**config.mk**
```make
export PLATFORM = sky130hd
export DESIGN_NAME = pled_sequencer
export DESIGN_NICKNAME = d
export VERILOG_FILES = /design/src/rtl/pled_pkg.sv /design/src/rtl/pled_sync.sv /design/src/rtl/pled_decode.sv /design/src/rtl/pled_blink.sv /design/src/rtl/pled_drive.sv /design/src/rtl/pled_sequencer.sv
export SDC_FILE = /design/constraint.sdc
export NUM_CORES = 1
export LEC_CHECK = 0
export BUFFER_PORTS_ARGS = -buffer_cell sky130_fd_sc_hd__buf_4
export CORE_MARGIN = 4
export CORE_UTILIZATION = 45
export DETAILED_ROUTE_END_ITERATION = 10
export PLACE_DENSITY = 0.59
export SETUP_SLACK_MARGIN = 0.5
export SYNTH_ARGS = -nofsm -noshare
export SYNTH_HDL_FRONTEND = slang
export SYNTH_SLANG_ARGS = --single-unit
```
**constraint.sdc**
```tcl
create_clock -name clk -period 3.9 [get_ports clk]
set_clock_uncertainty 0.05 [all_clocks]
set_input_delay 0.78 -clock clk [delete_from_list [all_inputs] [get_ports clk]]
set_output_delay 0.78 -clock clk [all_outputs]
set_load 0.01 [all_outputs]
```
**src/rtl/pled_pkg.sv**
```systemverilog
package pled_pkg;

   typedef enum logic [2:0] {
      PST_OFF     = 3'd0,
      PST_RUN     = 3'd1,
      PST_RUN_MSG = 3'd2,
      PST_SLP     = 3'd3,
      PST_SLP_MSG = 3'd4
   } pwr_state_e;

   function automatic logic st_blinks(pwr_state_e s);
      return (s == PST_RUN_MSG) || (s == PST_SLP_MSG);
   endfunction

   function automatic logic st_green(pwr_state_e s);
      return (s == PST_RUN) || (s == PST_RUN_MSG);
   endfunction

   function automatic logic st_yellow(pwr_state_e s);
      return (s == PST_SLP) || (s == PST_SLP_MSG);
   endfunction

endpackage

```
**src/rtl/pled_sync.sv**
```systemverilog
module pled_sync #(
   parameter int          WIDTH   = 3,
   parameter int          STAGES  = 2,
   parameter logic [WIDTH-1:0] RST_VAL = '0
) (
   input  logic             clk,
   input  logic             rst_n,
   input  logic [WIDTH-1:0] async_i,
   output logic [WIDTH-1:0] sync_o
);

   if (STAGES < 2) begin : g_bad_stages
      initial $error("pled_sync: STAGES must be at least 2");
   end
   if (WIDTH < 1) begin : g_bad_width
      initial $error("pled_sync: WIDTH must be at least 1");
   end

   logic [STAGES-1:0][WIDTH-1:0] chain_q;

   always_ff @(posedge clk or negedge rst_n) begin
      if (!rst_n) begin
         for (int i = 0; i < STAGES; i++) chain_q[i] <= RST_VAL;
      end else begin
         chain_q[0] <= async_i;
         for (int i = 1; i < STAGES; i++) chain_q[i] <= chain_q[i-1];
      end
   end

   assign sync_o = chain_q[STAGES-1];

endmodule

```
**src/rtl/pled_decode.sv**
```systemverilog
module pled_decode
   import pled_pkg::*;
(
   input  logic       clk,
   input  logic       rst_n,
   input  logic       s3_i,
   input  logic       s5_n_i,
   input  logic       msg_i,
   output pwr_state_e st_d_o,
   output pwr_state_e st_q_o
);

   pwr_state_e st_d;
   pwr_state_e st_q;

   always_comb begin
      if (!s5_n_i)      st_d = PST_OFF;
      else if (s3_i)    st_d = msg_i ? PST_SLP_MSG : PST_SLP;
      else              st_d = msg_i ? PST_RUN_MSG : PST_RUN;
   end

   always_ff @(posedge clk or negedge rst_n) begin
      if (!rst_n) st_q <= PST_OFF;
      else        st_q <= st_d;
   end

   assign st_d_o = st_d;
   assign st_q_o = st_q;

   // soft-off dominates S3 and the message flag
   a_r1_s5_forces_off: assert property (@(posedge clk) disable iff (!rst_n)
      !s5_n_i |=> (st_q == PST_OFF));

   // S3 with S5 released selects a sleeping condition
   a_r6_s3_selects_sleep: assert property (@(posedge clk) disable iff (!rst_n)
      (s5_n_i && s3_i) |=> (st_q == PST_SLP || st_q == PST_SLP_MSG));

endmodule

```
**src/rtl/pled_blink.sv**
```systemverilog
module pled_blink
   import pled_pkg::*;
#(
   parameter int HALF_CYC = 25_000_000
) (
   input  logic       clk,
   input  logic       rst_n,
   input  pwr_state_e st_d_i,
   input  pwr_state_e st_q_i,
   output logic       phase_o
);

   localparam int CW = (HALF_CYC > 1) ? $clog2(HALF_CYC) : 1;

   if (HALF_CYC < 1) begin : g_bad_half
      initial $error("pled_blink: HALF_CYC must be at least 1");
   end

   logic restart;
   logic phase_q;

   assign restart = (st_d_i != st_q_i);

   if (HALF_CYC == 1) begin : g_toggle_only
      always_ff @(posedge clk or negedge rst_n) begin
         if (!rst_n)       phase_q <= 1'b1;
         else if (restart) phase_q <= 1'b1;
         else              phase_q <= ~phase_q;
      end
   end else begin : g_divider
      localparam logic [CW-1:0] LAST = CW'(HALF_CYC - 1);
      logic [CW-1:0] cnt_q;

      always_ff @(posedge clk or negedge rst_n) begin
         if (!rst_n) begin
            cnt_q   <= '0;
            phase_q <= 1'b1;
         end else if (restart) begin
            cnt_q   <= '0;
            phase_q <= 1'b1;
         end else if (cnt_q == LAST) begin
            cnt_q   <= '0;
            phase_q <= ~phase_q;
         end else begin
            cnt_q   <= cnt_q + 1'b1;
         end
      end

      // the divider never runs past one half period
      a_r7_cnt_bound: assert property (@(posedge clk) disable iff (!rst_n)
         cnt_q <= LAST);

      // the phase only flips at the end of a half period or on restart
      a_r7_phase_hold: assert property (@(posedge clk) disable iff (!rst_n)
         (!restart && cnt_q != LAST) |=> $stable(phase_q));
   end

   assign phase_o = phase_q;

endmodule

```
**src/rtl/pled_drive.sv**
```systemverilog
module pled_drive
   import pled_pkg::*;
#(
   parameter bit ACTIVE_HIGH = 1'b1
) (
   input  logic       clk,
   input  logic       rst_n,
   input  pwr_state_e st_i,
   input  logic       phase_i,
   output logic       grn_lit_o,
   output logic       yel_lit_o,
   output logic       grn_pin_o,
   output logic       yel_pin_o
);

   logic grn_d, yel_d;
   logic grn_q, yel_q;
   logic show;

   assign show  = !st_blinks(st_i) || phase_i;
   assign grn_d = st_green(st_i)  && show;
   assign yel_d = st_yellow(st_i) && show;

   always_ff @(posedge clk or negedge rst_n) begin
      if (!rst_n) begin
         grn_q <= 1'b0;
         yel_q <= 1'b0;
      end else begin
         grn_q <= grn_d;
         yel_q <= yel_d;
      end
   end

   if (ACTIVE_HIGH) begin : g_pol_high
      assign grn_pin_o = grn_q;
      assign yel_pin_o = yel_q;
   end else begin : g_pol_low
      assign grn_pin_o = ~grn_q;
      assign yel_pin_o = ~yel_q;
   end

   assign grn_lit_o = grn_q;
   assign yel_lit_o = yel_q;

   // the two elements are never lit together
   a_r6_never_both: assert property (@(posedge clk) disable iff (!rst_n)
      !(grn_q && yel_q));

   // off leaves the LED dark
   a_r1_off_dark: assert property (@(posedge clk) disable iff (!rst_n)
      (st_i == PST_OFF) |=> (!grn_q && !yel_q));

   // running without a message is steady green
   a_r2_run_green: assert property (@(posedge clk) disable iff (!rst_n)
      (st_i == PST_RUN) |=> (grn_q && !yel_q));

   // sleeping without a message is steady yellow
   a_r4_slp_yellow: assert property (@(posedge clk) disable iff (!rst_n)
      (st_i == PST_SLP) |=> (yel_q && !grn_q));

   // running with a message never lights yellow
   a_r3_runmsg_no_yel: assert property (@(posedge clk) disable iff (!rst_n)
      (st_i == PST_RUN_MSG) |=> !yel_q);

   // sleeping with a message never lights green
   a_r5_slpmsg_no_grn: assert property (@(posedge clk) disable iff (!rst_n)
      (st_i == PST_SLP_MSG) |=> !grn_q);

endmodule

```
**src/rtl/pled_sequencer.sv**
```systemverilog
module pled_sequencer
   import pled_pkg::*;
#(
   parameter int SYNC_STAGES     = 2,
   parameter int BLINK_HALF_CYC  = 25_000_000,
   parameter bit LED_ACTIVE_HIGH = 1'b1
) (
   input  logic clk,
   input  logic rst_n,
   input  logic slp3_i,
   input  logic slp5_n_i,
   input  logic msg_pend_i,
   output logic led_grn_o,
   output logic led_yel_o
);

   // bit order in the synchroniser: {msg, s5_n, s3}; reset value means "off"
   localparam logic [2:0] SYNC_RST = 3'b000;

   logic [2:0] raw_in, syn_in;
   pwr_state_e st_d, st_q;
   logic       phase;
   logic       grn_lit, yel_lit;

   assign raw_in = {msg_pend_i, slp5_n_i, slp3_i};

   pled_sync #(
      .WIDTH   (3),
      .STAGES  (SYNC_STAGES),
      .RST_VAL (SYNC_RST)
   ) u_sync (
      .clk     (clk),
      .rst_n   (rst_n),
      .async_i (raw_in),
      .sync_o  (syn_in)
   );

   pled_decode u_dec (
      .clk    (clk),
      .rst_n  (rst_n),
      .s3_i   (syn_in[0]),
      .s5_n_i (syn_in[1]),
      .msg_i  (syn_in[2]),
      .st_d_o (st_d),
      .st_q_o (st_q)
   );

   pled_blink #(
      .HALF_CYC (BLINK_HALF_CYC)
   ) u_blink (
      .clk     (clk),
      .rst_n   (rst_n),
      .st_d_i  (st_d),
      .st_q_i  (st_q),
      .phase_o (phase)
   );

   pled_drive #(
      .ACTIVE_HIGH (LED_ACTIVE_HIGH)
   ) u_drive (
      .clk       (clk),
      .rst_n     (rst_n),
      .st_i      (st_q),
      .phase_i   (phase),
      .grn_lit_o (grn_lit),
      .yel_lit_o (yel_lit),
      .grn_pin_o (led_grn_o),
      .yel_pin_o (led_yel_o)
   );

   // a fresh non-off condition is shown lit in the following cycle
   a_r8_restart_lit: assert property (@(posedge clk) disable iff (!rst_n)
      (st_q != $past(st_q) && st_q != PST_OFF) |=> (grn_lit || yel_lit));

endmodule

```
**Word level (Yosys, flattened, before mapping)**

Index checks and enable logic that the tools add are counted.

- Word-level logic and storage cells: 31
- Output and inout bits: 2
- Bits in registers: 37
- Input bits: 5

- Bitwise logic cells: 1
- Reductions and logical operators: 8
- Muxes and demuxes: 8
- $add $sub $neg: 1
- Eq/ne operators: 6

Operators with widths:

| kind | number |
|---|---|
| $mux 25 | 2 |
| $add 25x1->25 const B | 1 |
| $eq 25x25->1 const B | 1 |
| $mux 3 | 3 |
| $eq 3x2->1 const B | 2 |
| $logic_or 1x1->1 | 4 |
| $eq 3x1->1 const B | 1 |
| $eq 3x3->1 const B | 1 |
| $ne 3x3->1 | 1 |
| $logic_and 1x1->1 | 2 |
| $mux 1 | 2 |
| $mux 2 | 1 |
| $reduce_bool 2->1 | 1 |
| $logic_not 1->1 | 1 |
| $not 1->1 | 1 |

**Depth between registers and ports, before layout**

- Depth in word-level cells: 5
- Depth in mapped cells: 6
- Gate-level depth less buffers: 5

**Modules after synthesis**

From an unflattened synthesis, not the netlist that was laid out.

- Cell total of the unflattened synthesis: 169
- Area total of the unflattened synthesis: 1779.2 um^2

By module, submodules not included:

| module | area an instance (um^2) | times used | sequential area each (um^2) | cells an instance |
|---|---|---|---|---|
| pled_blink | 1390.1 | 1 | 651.9 | 143 |
| pled_sync | 172.7 | 1 | 150.1 | 9 |
| pled_decode | 113.9 | 1 | 75.1 | 7 |
| pled_drive | 102.6 | 1 | 50.0 | 10 |

**Worst setup path before layout**

No wires, ideal clock.

- Path kind: reg2reg
- Start: register u_blink.g_divider.cnt_q[0]
- End: register u_blink.g_divider.cnt_q[24]
- Arrival time: 1.824 ns
- Clock period less this slack: 1.969 ns
- Buffers on the path: 1
- Slack: 1.931 ns
- Stages on the path, launching flop included: 7
- Path through: dfrtp_1 > ha_1 > nand2_1 > or3_1 > clkbuf_2 > or4_1 > a211oi_1

- Cells in the longest elaborated chain, start to end: 3

RTL lines:

| element | RTL line | RTL |
|---|---|---|
| from (decl) | pled_blink.sv:32 | `logic [CW-1:0] cnt_q;` |
| from (signal assigned) | pled_blink.sv:45 | `cnt_q <= cnt_q + 1'b1;` |
| $add 25x1->25 or $eq 25x25->1 (tied branches) | pled_blink.sv:45, pled_blink.sv:41 |  |
| $mux 25 * | pled_blink.sv:41 | `end else if (cnt_q == LAST) begin` |
| $mux 25 * | pled_blink.sv:38 | `end else if (restart) begin` |

Every way passes the cells marked *; elsewhere a longest branch is shown, timed or not.
A chain may end at the register's enable or synchronous reset.

**Final worst setup path**

Same ends and word-level chain as after synthesis.

==> flow_metrics.tcl <==
set metrics [dict create \
    p_leak_nw 0.734 \
    maxSlewViolCount 0 \
    remaining_drc_errors 0 \
    cts_setup_buffers 0 \
    fp.coreArea_um2 3720 \
    syn_inst 161 \
    r2r_start "u_blink.g_divider.cnt_q[0]" \
    root_buffer "clkbuf_8" \
    clk_pin_slew_ps 70 \
    cp-start-kind "flip-flop" \
    crit_start "u_blink.g_divider.cnt_q[0]" \
    ant_nets 0 \
    grt_pass1_wl_um 5530 \
    die-height_um 70.4 \
    grt_overflow 0 \
    nFillCells 327 \
    power_density_nw_per_um2 398 \
    worst_ep_arrival_time_ps 2290 \
    status "complete, no violations" \
    finalPower_mw 0.780 \
    rsz0062_at_grt "false" \
    io_buffers 6 \
    use_met1_pct 18.2 \
    hp-class "reg2reg" \
    yosysWarnings 0 \
    met2_usage_pct 22.1 \
    hpwl_um 2070 \
    endpoint_kind "flip-flop" \
    reg2regPathDepth 5 \
    antenna_found_initial 0 \
    r2r_slack_ps 1750 \
    nets 176 \
    dieArea_um2 4950 \
    die_x_um 70.4 \
    placed_cells_incl_taps 210 \
    antenna_cells 0 \
    vdd_drop_max_v 0.000203 \
    cp_max_fo 10 \
    slew-limit-headroom_pct 67.5 \
    globalRouteTotalUtil_pct 14.0 \
    hold_violations 0 \
    drtIter0Drc 101 \
    busiest_layer "met2" \
    globalRouteMet3Util_pct 3.88 \
    drv_cap 0 \
    fmax_mhz 465 \
    stdcell_count 218 \
    syn_area_per_cell_um2 10.9 \
    post-route-util_pct 52.7 \
    fin_crit_ps 2150 \
    syn_to_final_growth_pct 11.8 \
    clk_latency_ps 280 \
    ys_seq_area_share_pct 53.0 \
    critPathRequiredTime_ps 4040 \
    grt_pass1_vias 1216 \
    synth-edff-count 0 \
    cts_hold_buf 0 \
    clockBufferDepth 2 \
    wl_per_cell_um 14.4 \
    initial_core_util_pct 47.1 \
    setup_viol 0 \
    drt-pass1-iter-count 4 \
    num_vias 1235 \
    netlist_area_um2 1750 \
    gp_congestion 0.744 \
    endpoint "u_blink.g_divider.cnt_q[24]" \
    period_share_pct 55.2 \
    drive_gt1_share_pct 14.1 \
    wl_um 3150 \
    post_cts_resized 0 \
    clock-sinks 37 \
    tightest_slew_ps 486 \
    grt_max_degree 38 \
    ys_ff_latch 37 \
    rows 22 \
    synth_cell_type_count 32 \
    synth_ff_type "dfrtp_1" \
    tns_ps 0 \
    synth.net_count 168 \
    io_pins 7 \
    async_flop_share_pct 100 \
    viasPerCell 5.67 \
    worstReg2RegEnd "u_blink.g_divider.cnt_q[24]" \
    crit_type "reg2reg" \
    numCtsBuffers 5 \
    cts_tree "yes" \
    htreeDepth 2 \
]
[registers in the layout, indices dropped and copies added (netlist names)]
name / cells
u_drive.grn_lit_o: 1
u_blink.phase_o: 1
u_dec.st_q_o: 3
u_drive.yel_lit_o: 1
u_sync.sync_o: 3
u_sync.chain_q: 3
u_blink.g_divider.cnt_q: 25
[metal layers]
layer / wire length (µm) / part of all wire, % / vias to the layer above
met5: 0 / 0 / -
met4: 33 / 1.0 / 0
met3: 87 / 2.8 / 5
met2: 1500 / 48 / 15
met1: 1530 / 49 / 604
li1: - / - / 611
[cell usage after synthesis, types with 3 or more instances]
| library cell | n | area, µm² |
|---|---|---|
| dfrtp_1 | 36 | 901 |
| nand4_1 | 4 | 25.0 |
| nor3_1 | 18 | 90.1 |
| a211oi_1 | 6 | 45.0 |
| inv_1 | 3 | 11.3 |
| or3_1 | 5 | 31.3 |
| clkbuf_1 | 5 | 18.8 |
| nor2_1 | 5 | 18.8 |
| o31ai_1 | 7 | 52.6 |
| nand2_1 | 9 | 33.8 |
| nor4_1 | 6 | 37.5 |
| o21ai_0 | 4 | 20.0 |
| xnor2_1 | 15 | 131 |
| or4_1 | 6 | 45.0 |
| a211oi_2 | 3 | 37.5 |
| nand3_1 | 9 | 45.0 |
[placed cells by master (no fill, tap or decap), types with 2 or more instances in the layout]
cell / count
a211oi_1: 6
a211oi_2: 3
and2_1: 2
and4_1: 2
buf_4: 8
clkbuf_8: 6
dfrtp_1: 36
ha_1: 2
inv_1: 3
nand2_1: 9
nand3_1: 9
nand4_1: 4
nor2_1: 5
nor3_1: 17
nor4_1: 6
o21ai_0: 4
o31ai_1: 7
or3_1: 5
or4_1: 6
xnor2_1: 15
xor2_1: 2
[worst min-delay path by stage]
| stage | cells after the start | slack, ps | start | to |
|---|---|---|---|---|
| floorplan | 0 | 280 | u_sync.chain_q[0] | u_sync.sync_o[0] |
| global placement | 0 | 290 | u_sync.chain_q[2] | u_sync.sync_o[2] |
| detailed placement | 0 | 280 | u_sync.chain_q[1] | u_sync.sync_o[1] |
| CTS | 0 | 300 | u_sync.chain_q[1] | u_sync.sync_o[1] |
| global route | 0 | 320 | u_sync.chain_q[1] | u_sync.sync_o[1] |
| finish | 0 | 300 | u_sync.chain_q[1] | u_sync.sync_o[1] |
[stage by stage]
step                      instance area (µm²)  setup slack (ps)  hold slack, ps
after floorplan                          1750              1930             281
after global placement                   1840              1800             285
after detailed placement                 1840              1780             285
after CTS                                1960              1760             305
after global routing                     1960              1620             317
final                                    1960              1750             301
[report_power, final]
group	switching [mW]	total (mW)	leakage, nW	internal [mW]
combinational	0.0283	0.0442	0.182	0.0158
clock	0.127	0.335	0.0585	0.208
sequential	0.00660	0.400	0.494	0.394
total	0.162	0.780	0.734	0.618
[layout make-up]
type / instances / area, µm² / share of cell area [%]
sequential: 37 / 927 / 47.4
inverter: 3 / 11.3 / 0.575
tap: 48 / 60.1 / 3.07
multi-input combinational: 114 / 782 / 40.0
clock inverter: 1 / 30.0 / 1.53
clock buffer: 7 / 86.3 / 4.41
timing repair buffer: 8 / 60.1 / 3.07
[cell families (layout without fill, tap and decap cells)]
family,count (synthesis),in the layout,share of synthesized area [%]
buf+inv,10,19,2.64
compound gates,20,20,8.86
mux,1,1,0.643
fa+ha+maj,2,2,1.43
simple gates,74,74,24.9
flops,37,37,53.0
xor+xnor,17,17,8.51
[critical path: stages, from the launching register on]
cell	delay [ps]
dfrtp_1	380
ha_1	210
nand2_1	150
or3_1	540
or4_1	500
a211oi_1	230
Power figures use the tool's default switching activity.
